File: config.mk
export PLATFORM = sky130hd
export DESIGN_NAME = lsu_align_top
export DESIGN_NICKNAME = d
export VERILOG_FILES = /design/src/rtl/lsu_pkg.sv /design/src/rtl/lsu_addr_gen.sv /design/src/rtl/lsu_load_extract.sv /design/src/rtl/lsu_store_merge.sv /design/src/rtl/lsu_align_top.sv
export SDC_FILE = /design/constraint.sdc
export NUM_CORES = 1
export LEC_CHECK = 0
export BUFFER_PORTS_ARGS = -buffer_cell sky130_fd_sc_hd__buf_2
export CORE_MARGIN = 2
export CORE_UTILIZATION = 53
export CTS_CLUSTER_DIAMETER = 40
export DETAILED_ROUTE_END_ITERATION = 10
export MAX_ROUTING_LAYER = met4
export PLACE_DENSITY = 0.85
export SLEW_MARGIN = 30
export SYNTH_ARGS = -nofsm -noshare
export SYNTH_HDL_FRONTEND = slang
export SYNTH_HIERARCHICAL = 1
export SYNTH_SLANG_ARGS = --single-unit
export TNS_END_PERCENT = 20
File: constraint.sdc
create_clock -name clk -period 10.8 [get_ports clk]
set_input_delay 2.16 -clock clk [delete_from_list [all_inputs] [get_ports clk]]
set_output_delay 2.16 -clock clk [all_outputs]
set_load 0.02 [all_outputs]
File: src/rtl/lsu_pkg.sv
// Package: shared operation codes and decode helpers for the load/store
// alignment unit. Code layout: bit 3 = store, bit 2 = unsigned, bits 1:0 =
// size (0 byte, 1 halfword, 2 word). Codes outside the eight listed are unknown.
package lsu_pkg;

    typedef enum logic [3:0] {
        OP_LD_B   = 4'h0,
        OP_LD_H   = 4'h1,
        OP_LD_W   = 4'h2,
        OP_LD_BU  = 4'h4,
        OP_LD_HU  = 4'h5,
        OP_ST_B   = 4'h8,
        OP_ST_H   = 4'h9,
        OP_ST_W   = 4'hA
    } lsu_op_e;

    localparam logic [1:0] SZ_BYTE = 2'd0;
    localparam logic [1:0] SZ_HALF = 2'd1;
    localparam logic [1:0] SZ_WORD = 2'd2;

    // True for one of the eight supported operation codes.
    function automatic logic op_known(input logic [3:0] op);
        case (op)
            OP_LD_B, OP_LD_H, OP_LD_W, OP_LD_BU, OP_LD_HU,
            OP_ST_B, OP_ST_H, OP_ST_W: op_known = 1'b1;
            default:                   op_known = 1'b0;
        endcase
    endfunction

    // True for store codes.
    function automatic logic op_store(input logic [3:0] op);
        op_store = op[3];
    endfunction

    // True for zero-extending load codes.
    function automatic logic op_unsigned(input logic [3:0] op);
        op_unsigned = op[2];
    endfunction

    // Access size field.
    function automatic logic [1:0] op_size(input logic [3:0] op);
        op_size = op[1:0];
    endfunction

endpackage

File: src/rtl/lsu_addr_gen.sv
// Module: effective address generation and alignment check.
// Adds the sign-extended immediate to the base, splits the sum into a
// word-aligned address and a byte lane, and flags accesses whose size does
// not fit their lane. Purely combinational. Assumes IMM_W <= AW.
module lsu_addr_gen
    import lsu_pkg::*;
#(
    parameter int AW     = 32,
    parameter int IMM_W  = 12,
    parameter int LANE_W = 2
) (
    input  logic [AW-1:0]     base,
    input  logic [IMM_W-1:0]  imm,
    input  logic [1:0]        size,
    output logic [AW-1:0]     word_addr,
    output logic [LANE_W-1:0] lane,
    output logic              misaligned
);

    logic [AW-1:0] eff_addr;

    // Sum base and sign-extended offset.
    always_comb begin
        eff_addr = base + {{(AW-IMM_W){imm[IMM_W-1]}}, imm};
    end

    // Split the address into word part and lane.
    always_comb begin
        word_addr = {eff_addr[AW-1:LANE_W], {LANE_W{1'b0}}};
        lane      = eff_addr[LANE_W-1:0];
    end

    // Size-dependent alignment rule.
    always_comb begin
        case (size)
            SZ_BYTE: misaligned = 1'b0;
            SZ_HALF: misaligned = eff_addr[0];
            default: misaligned = (eff_addr[LANE_W-1:0] != '0);
        endcase
    end

endmodule

File: src/rtl/lsu_load_extract.sv
// Module: load data extraction.
// Shifts the addressed lane of a little-endian word down to bit 0 and
// sign- or zero-extends a byte or halfword. Combinational. Assumes
// DATA_W = 8 * 2**LANE_W.
module lsu_load_extract
    import lsu_pkg::*;
#(
    parameter int DATA_W = 32,
    parameter int LANE_W = 2
) (
    input  logic [DATA_W-1:0] word,
    input  logic [LANE_W-1:0] lane,
    input  logic [1:0]        size,
    input  logic              uns,
    output logic [DATA_W-1:0] value
);

    localparam int SH_W = LANE_W + 3;

    logic [DATA_W-1:0] shifted;
    logic              byte_fill;
    logic              half_fill;

    // Bring the addressed lane down to bit 0.
    always_comb begin
        shifted = word >> SH_W'({lane, 3'b000});
    end

    // Extension bits for the two sub-word sizes.
    always_comb begin
        byte_fill = ~uns & shifted[7];
        half_fill = ~uns & shifted[15];
    end

    // Pick the result for the access size.
    always_comb begin
        case (size)
            SZ_BYTE: value = {{(DATA_W-8){byte_fill}},  shifted[7:0]};
            SZ_HALF: value = {{(DATA_W-16){half_fill}}, shifted[15:0]};
            default: value = shifted;
        endcase
    end

endmodule

File: src/rtl/lsu_store_merge.sv
// Module: store data merge.
// Replaces the lanes of the previous word that a byte, halfword or word store
// covers with the low bytes of the store data; other lanes pass through.
// Combinational. Assumes the lane is already aligned for the size.
module lsu_store_merge
    import lsu_pkg::*;
#(
    parameter int DATA_W = 32,
    parameter int LANE_W = 2
) (
    input  logic [DATA_W-1:0] old_word,
    input  logic [DATA_W-1:0] st_data,
    input  logic [LANE_W-1:0] lane,
    input  logic [1:0]        size,
    output logic [DATA_W-1:0] merged
);

    localparam int NB = DATA_W / 8;

    for (genvar i = 0; i < NB; i++) begin : g_lane
        localparam logic [LANE_W-1:0] IDX = LANE_W'(i);
        logic       hit;
        logic [7:0] src;

        // Decide whether this lane is covered and where its byte comes from.
        always_comb begin
            case (size)
                SZ_BYTE: begin
                    hit = (lane == IDX);
                    src = st_data[7:0];
                end
                SZ_HALF: begin
                    hit = (lane[LANE_W-1:1] == IDX[LANE_W-1:1]);
                    src = st_data[(i % 2)*8 +: 8];
                end
                default: begin
                    hit = 1'b1;
                    src = st_data[i*8 +: 8];
                end
            endcase
        end

        assign merged[i*8 +: 8] = hit ? src : old_word[i*8 +: 8];
    end

endmodule

File: src/rtl/lsu_align_top.sv
// Module: sub-word load/store alignment unit, top level.
// Accepts one request per cycle. In the accept cycle the aligned word is read.
// In the next cycle the load result goes to the register port, or the merged
// word goes to memory. A word written in one cycle and read in the same cycle
// is forwarded, because the memory returns its old contents in that case.
// Assumes a memory with separate read and write addresses and one-cycle read
// latency.
module lsu_align_top
    import lsu_pkg::*;
#(
    parameter int AW     = 32,
    parameter int DATA_W = 32,
    parameter int IMM_W  = 12,
    parameter int REG_AW = 5
) (
    input  logic              clk,
    input  logic              rst_n,
    input  logic              req_valid,
    output logic              req_ready,
    input  logic [3:0]        req_op,
    input  logic [AW-1:0]     req_rs1,
    input  logic [DATA_W-1:0] req_rs2,
    input  logic [IMM_W-1:0]  req_imm,
    input  logic [REG_AW-1:0] req_rd,
    output logic              mem_re,
    output logic [AW-1:0]     mem_raddr,
    input  logic [DATA_W-1:0] mem_rdata,
    output logic              mem_we,
    output logic [AW-1:0]     mem_waddr,
    output logic [DATA_W-1:0] mem_wdata,
    output logic              rd_we,
    output logic [REG_AW-1:0] rd_addr,
    output logic [DATA_W-1:0] rd_wdata,
    output logic              mis_err
);

    localparam int NB     = DATA_W / 8;
    localparam int LANE_W = $clog2(NB);

    // Accept-stage signals
    logic              rdy_q;
    logic              fire;
    logic              known;
    logic [AW-1:0]     a_word;
    logic [LANE_W-1:0] a_lane;
    logic              a_mis;
    logic              access;
    logic              fwd_hit;

    // Second-stage registers
    logic              s_vld;
    logic              s_mis;
    logic              s_store;
    logic              s_uns;
    logic [1:0]        s_size;
    logic [LANE_W-1:0] s_lane;
    logic [REG_AW-1:0] s_rd;
    logic [DATA_W-1:0] s_data;
    logic [AW-1:0]     s_addr;
    logic              s_fwd;
    logic [DATA_W-1:0] s_fwd_data;

    logic [DATA_W-1:0] old_word;
    logic [DATA_W-1:0] merged;
    logic [DATA_W-1:0] ld_value;

    // Ready rises once reset is gone and stays high.
    always_ff @(posedge clk) begin
        if (!rst_n) rdy_q <= 1'b0;
        else        rdy_q <= 1'b1;
    end

    assign req_ready = rdy_q;

    // Handshake and opcode decode.
    always_comb begin
        fire   = req_valid & rdy_q;
        known  = op_known(req_op);
        access = fire & known & ~a_mis;
    end

    lsu_addr_gen #(
        .AW     (AW),
        .IMM_W  (IMM_W),
        .LANE_W (LANE_W)
    ) u_addr (
        .base       (req_rs1),
        .imm        (req_imm),
        .size       (op_size(req_op)),
        .word_addr  (a_word),
        .lane       (a_lane),
        .misaligned (a_mis)
    );

    // Read port driven in the accept cycle.
    always_comb begin
        mem_re    = access;
        mem_raddr = a_word;
    end

    // Same-word write now means the memory's next read data is stale.
    always_comb begin
        fwd_hit = access & mem_we & (mem_waddr == a_word);
    end

    // Capture the accepted request for the second stage.
    always_ff @(posedge clk) begin
        if (!rst_n) begin
            s_vld      <= 1'b0;
            s_mis      <= 1'b0;
            s_store    <= 1'b0;
            s_uns      <= 1'b0;
            s_size     <= SZ_BYTE;
            s_lane     <= '0;
            s_rd       <= '0;
            s_data     <= '0;
            s_addr     <= '0;
            s_fwd      <= 1'b0;
            s_fwd_data <= '0;
        end else begin
            s_vld      <= fire & known;
            s_mis      <= fire & known & a_mis;
            s_store    <= op_store(req_op);
            s_uns      <= op_unsigned(req_op);
            s_size     <= op_size(req_op);
            s_lane     <= a_lane;
            s_rd       <= req_rd;
            s_data     <= req_rs2;
            s_addr     <= a_word;
            s_fwd      <= fwd_hit;
            s_fwd_data <= mem_wdata;
        end
    end

    // Previous word contents: forwarded copy or memory read data.
    always_comb begin
        old_word = s_fwd ? s_fwd_data : mem_rdata;
    end

    lsu_load_extract #(
        .DATA_W (DATA_W),
        .LANE_W (LANE_W)
    ) u_extract (
        .word  (old_word),
        .lane  (s_lane),
        .size  (s_size),
        .uns   (s_uns),
        .value (ld_value)
    );

    lsu_store_merge #(
        .DATA_W (DATA_W),
        .LANE_W (LANE_W)
    ) u_merge (
        .old_word (old_word),
        .st_data  (s_data),
        .lane     (s_lane),
        .size     (s_size),
        .merged   (merged)
    );

    // Second-stage results to memory and register file.
    always_comb begin
        mem_we    = s_vld & ~s_mis & s_store;
        mem_waddr = s_addr;
        mem_wdata = merged;
        rd_we     = s_vld & ~s_mis & ~s_store & (s_rd != '0);
        rd_addr   = s_rd;
        rd_wdata  = ld_value;
        mis_err   = s_vld & s_mis;
    end

    // read addresses are always word aligned
    assert_raddr_aligned_R1: assert property (@(posedge clk) disable iff (!rst_n)
        mem_re |-> (mem_raddr[LANE_W-1:0] == '0));

    // a signed byte load result carries its sign bit upward
    assert_byte_sext_R3: assert property (@(posedge clk) disable iff (!rst_n)
        (rd_we && s_size == SZ_BYTE && !s_uns) |-> (rd_wdata[DATA_W-1:8] == {(DATA_W-8){rd_wdata[7]}}));

    // memory writes are aligned and never paired with a register write
    assert_store_no_rd_R4: assert property (@(posedge clk) disable iff (!rst_n)
        mem_we |-> (!rd_we && mem_waddr[LANE_W-1:0] == '0));

    // a misalignment pulse comes with no write of any kind
    assert_mis_quiet_R6: assert property (@(posedge clk) disable iff (!rst_n)
        mis_err |-> (!mem_we && !rd_we));

    // register 0 is never written
    assert_no_x0_R7: assert property (@(posedge clk) disable iff (!rst_n)
        rd_we |-> (rd_addr != '0));

    // ready is high from the cycle after reset release onward
    assert_ready_R9: assert property (@(posedge clk) disable iff (!rst_n)
        1'b1 |=> req_ready);

endmodule

==> metrics.cfg, run 1 <==
[drt]
wirelength_microns = 21200
drc = 0
drtIter0Drc = 630
detail-route-antenna-nets = 0
num_vias = 6568
wl_per_cell_microns = 18.2
routed.top_layer = met4
wl_met3_microns = 1610
wl_met1_microns = 8400
wl_met2_microns = 10300
dr.pass1.iters = 5
via_per_inst = 5.65

[power_and_ir_drop]
p_clk_share_pct = 24.4
p_leak_nw = 3.88
internal_power_w = 0.000798
comb_power_share_pct = 39.5
sw_frac_of_total_pct = 38.1
peakVddDrop_mv = 0.0884
seqPwrFrac_pct = 36.1
power_density_nw_per_um2 = 151
p_sw_w = 0.000491

[floorplanning]
dieArea_sq_um = 14000
ioPinCount = 258
core_area_sq_um = 12700
die_h_microns = 118
dieWidth_microns = 118
start_util_pct = 54.7
fp-row-count = 41

[cts]
cts_tree = built
hold_buffers = 0
cts_htree_levels = 3
clkSinkCount = 111
postCtsSetupBuffers = 0
clockBufferDepth = 2
clkLatencyLatePin_ps = 360
cts_root_buffer = clkbuf_16
post_cts_resized = 0
cts_made_buffers = 9
clk_pin_slew_ps = 70

[sta]
grt_setup_unrepaired = no
finalCritPeriodShare_pct = 64.8
tns_ps = 0
finalCriticalPeriod_ps = 7000
slew_headroom_pct = 42.0
finalMaxSlewViolations = 0
setup_violations = 0
fmax_mhz = 143
worst_hold_slack_ps = 554
worstMarginPinSlew_ps = 869
skew_ps = 9.20
hold_viol = 0

[place]
portBuffers = 255
dp_hpwl_microns = 16600
gp_congestion = 0.990
place_inst = 1143

[grt]
grt_max_degree = 110
grt_pass1_wl_microns = 32700
grt_pass1_vias = 6200
overflow = 0
antenna_found_initial = 4
groute.usage.overall_pct = 30.3

[critical_path]
setup.worst_path.class = primary input to output port
start_kind = primary input
cp-startpoint = req_rs1[0]
r2r_start = s_lane[1]$_SDFF_PN0_
critPathMaxFanout = 4
end_kind = output port
cp_slowest_stage_delay_ps = 410
cp.arrival_ps = 4840
critPathRequiredTime_ps = 8640
critPathSlowestCell = fa_1
path_cells = buf_2 > ha_1 > fa_1 > a21o_1 > a221oi_2 > a221o_2 > o21ai_1 > a21boi_1 > o21ai_1 > a21boi_1 > xnor2_1 > buf_2

[synthesis]
syn_area_sq_um = 6930
ys_seq_elements = 111
yosysMostFrequentCell = dfxtp_1
synthCells = 750
synth_area_leaders = dfxtp_1, and2_1, mux2_2, ha_1, xnor2_1
synth_top_area_share_pct = 32.1
synth.avg_cell_area_sq_um = 9.24
ys_types = 69
synth_warnings = 6
synth.top_cells.by_count = dfxtp_1, and2_1, a21oi_1
synthFlopType = dfxtp_1
yosysTopAreaCell = dfxtp_1
async_reset_ff_share_pct = 0
synth-edff-count = 0
ys_seq_area_share_pct = 32.1

[cells_and_area]
final_nets = 1134
final_cells = 1162
register_area_sq_um = 2220
area_growth_pct = 23.2
drive_gt1_share_pct = 37.0
multiInputGateArea_sq_um = 4470
fillers = 1074

[run_status]
status = finished clean

[min_path]
hp-start = req_ready$_DFF_P_
hold_path_class = flip-flop to flip-flop

[job]
maxCapViolations = 0

layout make-up:
| cell class | count | share of cell area, % |
|---|---|---|
| multi-input cells | 591 | 52.4 |
| flip-flops and latches | 111 | 26.0 |
| repair buffers | 260 | 15.4 |
| clock buffers | 9 | 2.64 |
| well taps | 172 | 2.52 |
| clock inverters | 6 | 0.542 |
| inverters | 9 | 0.396 |
| diodes | 4 | 0.117 |
cells by family (layout without fill, tap and decap cells):
| kind of cell | Yosys count | in the layout | synth area share, % |
|---|---|---|---|
| and+or+nand+nor | 232 | 232 | 19.8 |
| adders and majority gates | 32 | 32 | 5.88 |
| muxes | 83 | 83 | 13.2 |
| AOI/OAI and AO/OA | 180 | 180 | 17.8 |
| xor gates and xnor gates | 62 | 62 | 7.83 |
| other | 1 | 6 | 0.0541 |
| DFF | 111 | 111 | 32.1 |
| buffers and inverters | 49 | 284 | 3.45 |
final timing paths:
kind | to | slack [ps] | cells after the start
min | s_vld$_SDFF_PN0_ | 550 | 2
max | mem_raddr[16] | 3800 | 12
min reg2reg | s_vld$_SDFF_PN0_ | 550 | 2
max reg2reg | s_fwd_data[15]$_SDFF_PN0_ | 8570 | 5
stage by stage:
step           util (%)  worst slack [ps]  power, W  cell area [sq um]
2_1_floorplan         -              4270  0.000817               6940
3_3_place_gp       65.2              3860  0.000972               8260
3_5_place_dp       65.2              3820  0.000977               8260
4_1_cts            67.3              3800   0.00129               8530
5_1_grt            67.4              3570   0.00135               8540
6_report           67.4              3800   0.00129               8540
power groups by stage:
stage	registers, W	logic (W)	clock network [W]
floorplan	0.000492	0.000326	0
global placement	0.000472	0.000500	0
detailed placement	0.000474	0.000504	0
CTS	0.000465	0.000506	0.000320
global route	0.000468	0.000543	0.000338
finish	0.000465	0.000510	0.000314
routing by layer:
layer / vias to the layer above / GRT usage (%)
met5: - / -
met4: 0 / 14.6
met3: 55 / 4.05
met2: 384 / 50.4
met1: 2986 / 36.2
li1: 3143 / -
sequential cells by signal, indices dropped and copies added, names as in the netlist:
name        cells
s_fwd           1
s_size          2
req_ready       1
s_mis           1
rd_addr         5
mem_waddr      32
s_vld           1
s_store         1
s_uns           1
s_fwd_data     32
s_lane          2
s_data         32
cells in the final DEF (no fill, tap or decap), drive strengths merged, types with 5 or more instances in the layout:
| master | n |
|---|---|
| buf | 260 |
| dfxtp | 111 |
| and2 | 111 |
| a21oi | 67 |
| mux2 | 59 |
| xnor2 | 39 |
| ha | 31 |
| o21ai | 29 |
| mux2i | 24 |
| xor2 | 23 |
| nor2 | 21 |
| nor2b | 20 |
| nand2 | 17 |
| a21o | 12 |
| nor3 | 11 |
| a31oi | 11 |
| a211oi | 10 |
| or2 | 10 |
| nand3 | 9 |
| nand4 | 9 |
| clkbuf | 9 |
| o22ai | 9 |
| inv | 9 |
| a221o | 9 |
| o2bb2ai | 8 |
| nand2b | 6 |
| nor4 | 5 |
| clkinv | 5 |
worst max-delay path, delay by kind of cell:
kind | cells | cell delay (ps)
compound gates | 7 | 1510
fa+ha+maj | 2 | 630
buf+inv | 2 | 330
xor+xnor | 1 | 220
Note: power is estimated with default switching activity, not from simulation.
==> run 2, diff against run 1 <==
--- a/config.mk
+++ b/config.mk
@@ -7,11 +7,11 @@
 export LEC_CHECK = 0
 export BUFFER_PORTS_ARGS = -buffer_cell sky130_fd_sc_hd__buf_2
 export CORE_MARGIN = 2
-export CORE_UTILIZATION = 53
+export CORE_UTILIZATION = 46
 export CTS_CLUSTER_DIAMETER = 40
 export DETAILED_ROUTE_END_ITERATION = 10
 export MAX_ROUTING_LAYER = met4
-export PLACE_DENSITY = 0.85
+export PLACE_DENSITY = 0.78
 export SLEW_MARGIN = 30
 export SYNTH_ARGS = -nofsm -noshare
 export SYNTH_HDL_FRONTEND = slang
==> constraint.sdc (replaced) <==
create_clock -name clk -period 5.6 [get_ports clk]
set_input_delay 1.12 -clock clk [delete_from_list [all_inputs] [get_ports clk]]
set_output_delay 1.12 -clock clk [all_outputs]
set_load 0.02 [all_outputs]
==> run 2 against run 1 <==
  * Combinational power rose by 92%
  * Flip-flop and latch count did not move
  * Final cell count rose by 0.86%
  * Clock skew fell by 1.1 ps
  * Total power rose by 98%
  * Clock power rose by 110%
  * Count of clock-buffer cells in the layout did not move
  * Sequential power rose by 95%
  * Largest power group unchanged
==> metrics.cfg, run 2 (synthesis results as in run 1) <==
[run_status]
status = finished clean

[min_path]
min_path_cells = 2
hold-path-endpoint = s_vld$_SDFF_PN0_
hold_path_class = flip-flop to flip-flop
hp-start = req_ready$_DFF_P_

[critical_path]
end_kind = output port
rrSetupSlack_ps = 3210
critPathSlowestCell = ha_1
critPathTopFamily = compound AO/OA/AOI/OAI gates
r2r_start = s_lane[0]$_SDFF_PN0_
critPathMaxFanout = 21
crit_top_cell = buf_2
setup.worst_path.class = primary input to output port
crit_buf_inv = 2
cp.arrival_ps = 3870
r2r_cells = 4
path_cells = buf_2 > ha_1 > nand2_1 > o21ai_0 > nor2_1 > a31oi_1 > o211ai_2 > o31ai_2 > a21oi_1 > xnor2_1 > buf_2
critPathRequiredTime_ps = 4480
r2r_end = s_fwd_data[7]$_SDFF_PN0_
start_kind = primary input
cp_slowest_stage_delay_ps = 500

[sta]
skew_ps = 8.13
grt_setup_unrepaired = no
worstMarginPinSlew_ps = 882
finalCriticalPeriod_ps = 4990
tns_ps = 0
finalMaxSlewViolations = 0
fmax_mhz = 200
slew_headroom_pct = 41.1
setup_violations = 0
setup_ws_ps = 611
finalCritPeriodShare_pct = 89.1
hold_viol = 0

[grt]
grt_pass1_vias = 6195
antenna_found_initial = 1
groute.usage.overall_pct = 27.2
overflow = 0
grt_pass1_wl_microns = 32900
grt_max_degree = 111

[drt]
wl_per_cell_microns = 18.4
detail-route-antenna-nets = 0
drtIter0Drc = 434
wirelength_microns = 21600
via_per_inst = 5.49
dr.pass1.iters = 5
drc = 0
num_vias = 6432

[cts]
clk_pin_slew_ps = 80
clockBufferDepth = 2
cts_root_buffer = clkbuf_16
clkLatencyLatePin_ps = 360
hold_buffers = 0
cts_tree = built
post_cts_resized = 0
postCtsSetupBuffers = 0
cts_made_buffers = 9
cts_htree_levels = 3
clkSinkCount = 111

[floorplanning]
dieArea_sq_um = 16100
ioPinCount = 258
start_util_pct = 47.3
die_h_microns = 127
dieWidth_microns = 127
core_area_sq_um = 14600
fp-row-count = 44

[place]
placed_area_sq_um = 8270
pre_cts_ws_ps = 714
dp_hpwl_microns = 17300
gp_congestion = 0.907
portBuffers = 255

[job]
maxCapViolations = 0

[power_and_ir_drop]
power_density_nw_per_um2 = 297
peakVddDrop_mv = 0.170
p_leak_nw = 3.89

[cells_and_area]
fillers = 1329
final_cell_mix = buf_2, dfxtp_1, and2_1
final_common_cell = buf_2
register_area_sq_um = 2220
area_growth_pct = 23.8
drive_gt1_share_pct = 37.1
final_nets = 1134
final_cell_area_sq_um = 8580
multiInputGateArea_sq_um = 4470

[run 2: worst min-delay path: cells and delay by family (launching register included)]
kind / cells / cell delay [ps]
flops: 1 / 330
compound gates: 1 / 120
buf+inv: 1 / 50
[run 2: how the worst max path moves through the flow]
| stage | startpoint | to | cells after the start |
|---|---|---|---|
| 3_5_place_dp | req_imm[11] | mem_raddr[24] | 11 |
| 4_1_cts | req_imm[11] | mem_raddr[24] | 11 |
| 5_1_grt | req_imm[11] | mem_raddr[24] | 11 |
| 3_3_place_gp | req_rs1[0] | mem_raddr[30] | 12 |
| 2_1_floorplan | req_rs1[0] | mem_raddr[30] | 10 |
| 6_report | req_imm[11] | mem_raddr[24] | 11 |
[run 2: area by class of cell]
class / count / share of cell area (%)
clock inverter: 7 / 0.890
tap: 184 / 2.68
antenna: 1 / 0.0292
timing repair buffer: 260 / 15.3
inverter: 9 / 0.394
clock buffer: 9 / 2.63
multi-input combinational: 591 / 52.2
sequential: 111 / 25.9
[run 2: power by group]
group / switching (W) / total [W] / internal [W] / leakage (nW)
sequential: 0.0000474 / 0.000905 / 0.000858 / 0.923
clock: 0.000342 / 0.000665 / 0.000323 / 0.150
combinational: 0.000600 / 0.000978 / 0.000378 / 2.82
total: 0.000989 / 0.00255 / 0.00156 / 3.89
[run 2: metal layers]
metal,up-vias,track usage (%),part of all wire (%)
li1,3143,-,-
met2,322,45.9,49
met4,0,10.1,2.7
met1,2930,32.3,41
met3,37,5.10,7.2
met5,-,-,0
[run 2: through the flow]
step | util (%) | total power (W) | hold slack (ps) | cells
5_1_grt | 58.6 | 0.00269 | 564 | 1172
4_1_cts | 58.6 | 0.00256 | 548 | 1171
6_report | 58.6 | 0.00255 | 541 | 1172
3_5_place_dp | 56.5 | 0.00189 | 534 | 1155
2_1_floorplan | - | 0.00158 | 586 | 751
3_3_place_gp | 56.5 | 0.00189 | 526 | 1155
==> run 3, diff against run 2 <==
--- a/config.mk
+++ b/config.mk
@@ -7,11 +7,11 @@
 export LEC_CHECK = 0
 export BUFFER_PORTS_ARGS = -buffer_cell sky130_fd_sc_hd__buf_2
 export CORE_MARGIN = 2
-export CORE_UTILIZATION = 46
+export CORE_UTILIZATION = 50
 export CTS_CLUSTER_DIAMETER = 40
 export DETAILED_ROUTE_END_ITERATION = 10
 export MAX_ROUTING_LAYER = met4
-export PLACE_DENSITY = 0.78
+export PLACE_DENSITY = 0.81
 export SLEW_MARGIN = 30
 export SYNTH_ARGS = -nofsm -noshare
 export SYNTH_HDL_FRONTEND = slang
==> constraint.sdc (replaced) <==
create_clock -name clk -period 5.45 [get_ports clk]
set_input_delay 1.09 -clock clk [delete_from_list [all_inputs] [get_ports clk]]
set_output_delay 1.09 -clock clk [all_outputs]
set_load 0.02 [all_outputs]
==> run 3 against run 2 <==
  * Final area increased by 0.12%
  * Utilization rose by 4.0 points
  * Via count is 2.4% higher
  * Setup slack worse by 100 ps
  * Flip-flop and latch count unchanged
  * Final cell count down 0.17%
  * Sequential share of layout area about the same
  * Non-clock buffer count unchanged
  * Critical path type unchanged
  * Critical endpoint is now mem_raddr[18]
==> metrics.cfg, run 3 (synthesis results as in run 1) <==
[critical_path]
rrSetupSlack_ps = 3140
setup.worst_path.class = primary input to output port
r2r_cells = 4
r2r_start = s_lane[1]$_SDFF_PN0_
critPathRequiredTime_ps = 4360
r2r_end = s_fwd_data[9]$_SDFF_PN0_
cp.arrival_ps = 3850
critPathMaxFanout = 4
end_kind = output port
start_kind = primary input

[cts]
clkSinkCount = 111
clockBufferDepth = 2
cts_htree_levels = 3
cts_made_buffers = 9
post_cts_resized = 0
clkLatencyLatePin_ps = 360
cts_root_buffer = clkbuf_16
cts_tree = built
clk_pin_slew_ps = 80
postCtsSetupBuffers = 0
hold_buffers = 0

[place]
gp_congestion = 0.964
dp_hpwl_microns = 16700
placed_area_sq_um = 8270
portBuffers = 255
pre_cts_ws_ps = 575

[drt]
via_per_inst = 5.63
drc = 0
num_vias = 6587
wl_per_cell_microns = 18.1
drtIter0Drc = 538
dr.pass1.iters = 5
wirelength_microns = 21200
detail-route-antenna-nets = 0

[cells_and_area]
drive_gt1_share_pct = 37.1
final_common_cell = buf_2
final_nets = 1134
final_cell_mix = buf_2, dfxtp_1, and2_1
area_growth_pct = 23.9
final_cell_area_sq_um = 8590

[min_path]
min_path_cells = 2
hp-start = req_ready$_DFF_P_
hold-path-endpoint = s_vld$_SDFF_PN0_
hold_path_class = flip-flop to flip-flop

[grt]
grt_max_degree = 110
overflow = 0
grt_pass1_wl_microns = 32300
antenna_found_initial = 3
groute.usage.overall_pct = 29.1
grt_pass1_vias = 6278

[power_and_ir_drop]
p_leak_nw = 3.90
comb_power_share_pct = 38.2
peakVddDrop_mv = 0.193
p_clk_share_pct = 26.6
sw_frac_of_total_pct = 37.7
power_density_nw_per_um2 = 306
p_sw_w = 0.000991
internal_power_w = 0.00164
seqPwrFrac_pct = 35.2

[sta]
finalMaxSlewViolations = 0
tns_ps = 0
worstMarginPinSlew_ps = 871
finalCritPeriodShare_pct = 90.7
setup_violations = 0
setup_ws_ps = 509
slew_headroom_pct = 41.9
finalCriticalPeriod_ps = 4940
grt_setup_unrepaired = no
skew_ps = 10.6
worst_hold_slack_ps = 537
fmax_mhz = 202
hold_viol = 0

[floorplanning]
start_util_pct = 50.5
die_h_microns = 122
core_area_sq_um = 13700
ioPinCount = 258
dieWidth_microns = 122
fp-row-count = 43
dieArea_sq_um = 14800

[job]
maxCapViolations = 0

[run_status]
status = finished clean

## run 3: power groups by stage
stage                     logic (W)  registers (W)  clock network (W)
after global routing        0.00108       0.000933           0.000744
after global placement     0.000991       0.000940                  0
after floorplan            0.000645       0.000974                  0
after detailed placement   0.000996       0.000943                  0
final                       0.00100       0.000926           0.000698
after CTS                   0.00100       0.000925           0.000714
## run 3: final cells by class
cell class,instances,area [sq um]
fillers,1191,5130
clock buffers,9,225
flip-flops and latches,111,2220
inverters,9,33.8
diodes,3,7.51
repair buffers,260,1310
clock inverters,7,86.3
multi-input cells,591,4470
well taps,180,225
## run 3: how the worst max path moves through the flow
stage                          start             to  slack [ps]
after floorplan           req_rs1[0]  mem_raddr[30]        1060
after global placement    req_rs1[0]  mem_raddr[18]         640
after detailed placement  req_rs1[0]  mem_raddr[16]         570
after CTS                 req_rs1[0]  mem_raddr[18]         560
after global routing      req_rs1[0]  mem_raddr[18]         370
final                     req_rs1[0]  mem_raddr[18]         510
## run 3: layer usage
layer	GRT usage (%)	share of wire, %	up-vias
li1	-	-	3142
met1	33.9	40	3056
met3	5.38	7.7	50
met2	48.7	49	339
met5	-	0	-
met4	13.0	3.6	0
## run 3: critical path, stage by stage
cell and delay (ps):
buf_2 100, ha_1 220, fa_1 410, a21o_1 220, a221oi_2 340, a221o_2 270
o21ai_1 80, a21boi_1 260, o21ai_1 170, a21oi_1 220, xnor2_1 230, buf_2 240
## run 3: through the flow
| step | utilization, % | cells | total power (W) |
|---|---|---|---|
| CTS | 62.5 | 1167 | 0.00264 |
| finish | 62.6 | 1170 | 0.00263 |
| floorplan | - | 751 | 0.00162 |
| global placement | 60.3 | 1151 | 0.00193 |
| detailed placement | 60.3 | 1151 | 0.00194 |
| global route | 62.6 | 1170 | 0.00276 |
